File: config.mk
export PLATFORM = sky130hd
export DESIGN_NAME = cnt_chain
export DESIGN_NICKNAME = d
export VERILOG_FILES = /design/src/rtl/cnt_pkg.sv /design/src/rtl/cnt_term.sv /design/src/rtl/cnt_stage.sv /design/src/rtl/cnt_chain.sv
export SDC_FILE = /design/constraint.sdc
export NUM_CORES = 1
export LEC_CHECK = 0
export ABC_AREA = 1
export BUFFER_PORTS_ARGS = -buffer_cell sky130_fd_sc_hd__buf_2
export CORE_MARGIN = 4
export CORE_UTILIZATION = 49
export DETAILED_ROUTE_END_ITERATION = 8
export MAX_ROUTING_LAYER = met4
export PLACE_DENSITY_LB_ADDON = 0.12
export SKIP_CTS_REPAIR_TIMING = 1
export SLEW_MARGIN = 5
export SYNTH_ARGS = -nofsm -noshare
export SYNTH_HDL_FRONTEND = slang
export SYNTH_HIERARCHICAL = 1
export SYNTH_SLANG_ARGS = --single-unit
File: constraint.sdc
create_clock -name clk_i -period 2.3 [get_ports clk_i]
set_input_delay 0.69 -clock clk_i [delete_from_list [all_inputs] [get_ports clk_i]]
set_output_delay 0.69 -clock clk_i [all_outputs]
set_load 0.05 [all_outputs]
File: src/rtl/cnt_pkg.sv
package cnt_pkg;
  typedef enum logic [1:0] {
    OP_HOLD = 2'd0,
    OP_LOAD = 2'd1,
    OP_INC  = 2'd2,
    OP_DEC  = 2'd3
  } cnt_op_e;
endpackage

File: src/rtl/cnt_term.sv
module cnt_term #(
  parameter int unsigned N = 2
) (
  input  logic [N-1:0] bits_i,
  output logic         all_o
);
  assign all_o = &bits_i;
endmodule

File: src/rtl/cnt_stage.sv
module cnt_stage #(
  parameter int unsigned W = 4
) (
  input  logic         clk_i,
  input  logic         rst_ni,
  input  logic         load_i,
  input  logic         up_en_i,
  input  logic         dn_en_i,
  input  logic [W-1:0] data_i,
  output logic [W-1:0] count_o,
  output logic         tc_up_o,
  output logic         tc_dn_o,
  output logic         ceo_up_o,
  output logic         ceo_dn_o
);
  import cnt_pkg::*;

  cnt_op_e      op;
  logic [W-1:0] q;

  always_comb begin
    if (load_i) op = OP_LOAD;
    else begin
      unique case ({up_en_i, dn_en_i})
        2'b10:   op = OP_INC;
        2'b01:   op = OP_DEC;
        default: op = OP_HOLD; // both or neither enabled
      endcase
    end
  end

  always_ff @(posedge clk_i or negedge rst_ni) begin
    if (!rst_ni) q <= '0;
    else begin
      unique case (op)
        OP_LOAD: q <= data_i;
        OP_INC:  q <= q + 1'b1;
        OP_DEC:  q <= q - 1'b1;
        default: q <= q;
      endcase
    end
  end

  assign count_o  = q;
  assign tc_up_o  = &q;
  assign tc_dn_o  = ~|q;
  assign ceo_up_o = tc_up_o & up_en_i;
  assign ceo_dn_o = tc_dn_o & dn_en_i;

  AST_CLR_ZERO: assert property (@(posedge clk_i) !rst_ni |-> q == '0);
  AST_LOAD_WINS: assert property (@(posedge clk_i) disable iff (!rst_ni)
    load_i |=> q == $past(data_i));
  AST_INC_STEP: assert property (@(posedge clk_i) disable iff (!rst_ni)
    (!load_i && up_en_i && !dn_en_i) |=> q == $past(q) + 1'b1);
  AST_DEC_STEP: assert property (@(posedge clk_i) disable iff (!rst_ni)
    (!load_i && dn_en_i && !up_en_i) |=> q == $past(q) - 1'b1);
  AST_IDLE_HOLD: assert property (@(posedge clk_i) disable iff (!rst_ni)
    (!load_i && !up_en_i && !dn_en_i) |=> $stable(q));
  AST_BOTH_HOLD: assert property (@(posedge clk_i) disable iff (!rst_ni)
    (!load_i && up_en_i && dn_en_i) |=> $stable(q));
  AST_RIPPLE_EXCL: assert property (@(posedge clk_i) disable iff (!rst_ni)
    !(ceo_up_o && ceo_dn_o));
endmodule

File: src/rtl/cnt_chain.sv
module cnt_chain #(
  parameter int unsigned STAGE_W  = 4,
  parameter int unsigned N_STAGES = 2
) (
  input  logic                          clk_i,
  input  logic                          rst_ni,
  input  logic                          load_i,
  input  logic [STAGE_W*N_STAGES-1:0]   data_i,
  input  logic                          up_en_i,
  input  logic                          dn_en_i,
  output logic [STAGE_W*N_STAGES-1:0]   count_o,
  output logic                          tc_up_o,
  output logic                          tc_dn_o,
  output logic                          ceo_up_o,
  output logic                          ceo_dn_o
);
  localparam int unsigned TOT_W = STAGE_W * N_STAGES;

  logic [N_STAGES:0]   up_rip, dn_rip;
  logic [N_STAGES-1:0] tcu, tcd;

  assign up_rip[0] = up_en_i;
  assign dn_rip[0] = dn_en_i;

  for (genvar k = 0; k < N_STAGES; k++) begin : g_stage
    cnt_stage #(.W(STAGE_W)) u_stage (
      .clk_i    (clk_i),
      .rst_ni   (rst_ni),
      .load_i   (load_i),
      .up_en_i  (up_rip[k]),
      .dn_en_i  (dn_rip[k]),
      .data_i   (data_i[k*STAGE_W +: STAGE_W]),
      .count_o  (count_o[k*STAGE_W +: STAGE_W]),
      .tc_up_o  (tcu[k]),
      .tc_dn_o  (tcd[k]),
      .ceo_up_o (up_rip[k+1]),
      .ceo_dn_o (dn_rip[k+1])
    );
  end

  cnt_term #(.N(N_STAGES)) u_tc_up (.bits_i(tcu), .all_o(tc_up_o));
  cnt_term #(.N(N_STAGES)) u_tc_dn (.bits_i(tcd), .all_o(tc_dn_o));

  assign ceo_up_o = up_rip[N_STAGES];
  assign ceo_dn_o = dn_rip[N_STAGES];

  AST_CHAIN_INC: assert property (@(posedge clk_i) disable iff (!rst_ni)
    (!load_i && up_en_i && !dn_en_i) |=> count_o == $past(count_o) + TOT_W'(1));
  AST_CHAIN_DEC: assert property (@(posedge clk_i) disable iff (!rst_ni)
    (!load_i && dn_en_i && !up_en_i) |=> count_o == $past(count_o) - TOT_W'(1));
  AST_TC_EXCL: assert property (@(posedge clk_i) disable iff (!rst_ni)
    !(tc_up_o && tc_dn_o));
  AST_RIPPLE_TC: assert property (@(posedge clk_i) disable iff (!rst_ni)
    ceo_up_o |-> tc_up_o);
endmodule

==> impl_metrics.tcl <==
set metrics [dict create \
    outcome "complete, no violations" \
    grt_util_all_layers_pct 19.2 \
    ios 25 \
    cts_made_buffers 3 \
    dp_hpwl_um 1550 \
    swShare_pct 48.8 \
    leakage_nw 0.582 \
    min_path_type "in2async" \
    vias 877 \
    cp_num_buf_inv 2 \
    synth_top_cell_area_share_pct 26.6 \
    synth_top_area_cell "dfrtp_1" \
    grt_max_degree 9 \
    path_delay_family "simple AND/OR/NAND/NOR gates" \
    fin_skew_ns 0.00969 \
    grt_first_pass_wirelength_um 3020 \
    fin_setup_tns_ns 0 \
    stdcell_count 175 \
    gp_congestion 0.872 \
    intPower_mw 0.331 \
    power.share.combinational_pct 49.4 \
    fin_ws_ns 0.0822 \
    cp.required_ns 1.61 \
    routedWlPerCell_um 10.9 \
    portBuffers 24 \
    start_util_pct 55.1 \
    h-tree-depth 1 \
    placedInstanceArea_um2 957 \
    largest_reg_flops 8 \
    final_nets 178 \
    die_h_um 47.2 \
    p_sw_mw 0.316 \
    cp_cell_sequence "inv_2, nand3_2, nor3b_2, nor3b_4, buf_6" \
    clockRootBuffer "clkbuf_4" \
    die_area_mm2 0.00223 \
    clockBufferDepth 2 \
    first_pass_iters 4 \
    powerDensity_mw_per_mm2 641 \
    p_clk_share_pct 18.7 \
    cap_violations 0 \
    antenna_left 0 \
    synth_nets 143 \
    max_slew_margin_pct 75.4 \
    netlist_top_cells_area "dfrtp_1, nand2_1, nand3_1" \
    worstSetupStartpoint "g_stage[0].u_stage/count_o[0]" \
    critical_path.max_fanout 5 \
    setup_viol 0 \
    rows 13 \
    critPathKind "reg2out" \
    finalPower_mw 0.647 \
    max_freq_mhz 451 \
    grt_pass1_vias 739 \
    mostFrequentLayoutCells "nand2_1, buf_2, nand3_1" \
    syn_area_um2 753 \
    yosysUniqueCellTypes 16 \
    peakVddDrop_v 0.000416 \
    clkTransAtPathRegs_ns 0.06 \
    design_area_mm2 0.00101 \
    antenna_found_initial 0 \
    finalCritPeriodShare_pct 96.4 \
    syn_area_per_cell_um2 5.98 \
    drt_iter0_drc 25 \
    finalHoldViolations 0 \
    slowest_stage "dfrtp_2" \
    start_kind "flop" \
    netlist_instances 126 \
    worst_path_largest_cell_delay_ns 0.44 \
    layout_commonest_cell "nand2_1" \
    period_needed_ns 2.22 \
    cp.arrival_ns 1.53 \
    pwr-share-seq_pct 31.9 \
    antenna_cells 0 \
    drc 0 \
    core_area_mm2 0.00137 \
    die_w_um 47.2 \
    end_kind "output port" \
    worstMarginPinSlew_ns 0.368 \
    viasPerCell 5.01 \
    drive_above_1_share_pct 35.6 \
    yosysWarnings 6 \
    post-place-ws_ns -0.0404 \
    cts_tree "built" \
    area_delta_synth_final_pct 34.1 \
    ys_seq_elements 8 \
    wl_um 1900 \
    slew_violations 0 \
    place_inst 170 \
    numClockSinks 8 \
    grt_overflow 0 \
    insertion_delay_ns 0.26 \
    yosysSeqAreaShare_pct 26.6 \
    r2r-start "g_stage[0].u_stage/count_o[0]" \
]
kinds of logic (layout without fill, tap and decap cells):
logic type | after synthesis | after routing | share of synthesized area, %
buf+inv | 20 | 54 | 9.97
simple gates | 86 | 86 | 50.2
flops | 8 | 8 | 26.6
compound gates | 6 | 6 | 4.32
fa+ha+maj | 4 | 4 | 6.64
xor+xnor | 2 | 2 | 2.33
power by group through the flow:
stage / clock network (mW) / registers [mW] / logic (mW)
2_1_floorplan: 0 / 0.287 / 0.148
3_3_place_gp: 0 / 0.205 / 0.307
3_5_place_dp: 0 / 0.206 / 0.313
4_1_cts: 0.124 / 0.204 / 0.315
5_1_grt: 0.132 / 0.210 / 0.354
6_report: 0.121 / 0.206 / 0.320
layer usage:
layer	track usage, %	wire length (µm)	vias to the layer above
met1	26.3	922	385
li1	-	-	465
met2	28.2	880	27
met4	9.39	0	0
met5	-	0	-
met3	1.53	98	0
cells in the mapped netlist:
cell type	n
nor3_1	2
o21ai_1	2
inv_1	12
o21ai_0	2
nor2_2	2
nor3_2	2
dfrtp_1	8
xor2_1	2
inv_2	8
a31oi_1	2
nand2_2	2
nand3_1	18
nand2_1	42
nor2_1	16
ha_1	4
nor3b_1	2
worst reg2reg max path, delay by kind of cell (launching register included):
kind	cells	cell delay [ns]
simple gates	9	0.86
flops	1	0.44
fa+ha+maj	2	0.37
buf+inv	2	0.23
xor+xnor	1	0.14
layout make-up:
type / instances / area, µm²
clock buffers: 4 / 26.3
fillers: 119 / 357
inverters: 20 / 75.1
multi-input cells: 98 / 510
flip-flops and latches: 8 / 205
well taps: 15 / 18.8
repair buffers: 30 / 174
final timing paths:
path | slack [ns] | cells after the start | end
max in group asynchronous | 1.86 | 1 | g_stage[0].u_stage/count_o[1]
worst max register to register | 0.15 | 14 | g_stage[1].u_stage/count_o[2]
worst min-delay path | 0.26 | 1 | g_stage[0].u_stage/count_o[0]
worst min register to register | 0.54 | 2 | g_stage[0].u_stage/count_o[2]
min in group clk_i | 0.54 | 2 | g_stage[0].u_stage/count_o[2]
worst max-delay path | 0.08 | 5 | ceo_dn_o
metrics by stage:
stage	hold slack, ns	util, %
2_1_floorplan	0.394	-
3_3_place_gp	0.518	70.1
3_5_place_dp	0.530	70.1
4_1_cts	0.258	72.0
5_1_grt	0.258	73.9
6_report	0.259	73.9
No activity file was read; power rests on OpenSTA's default activity.
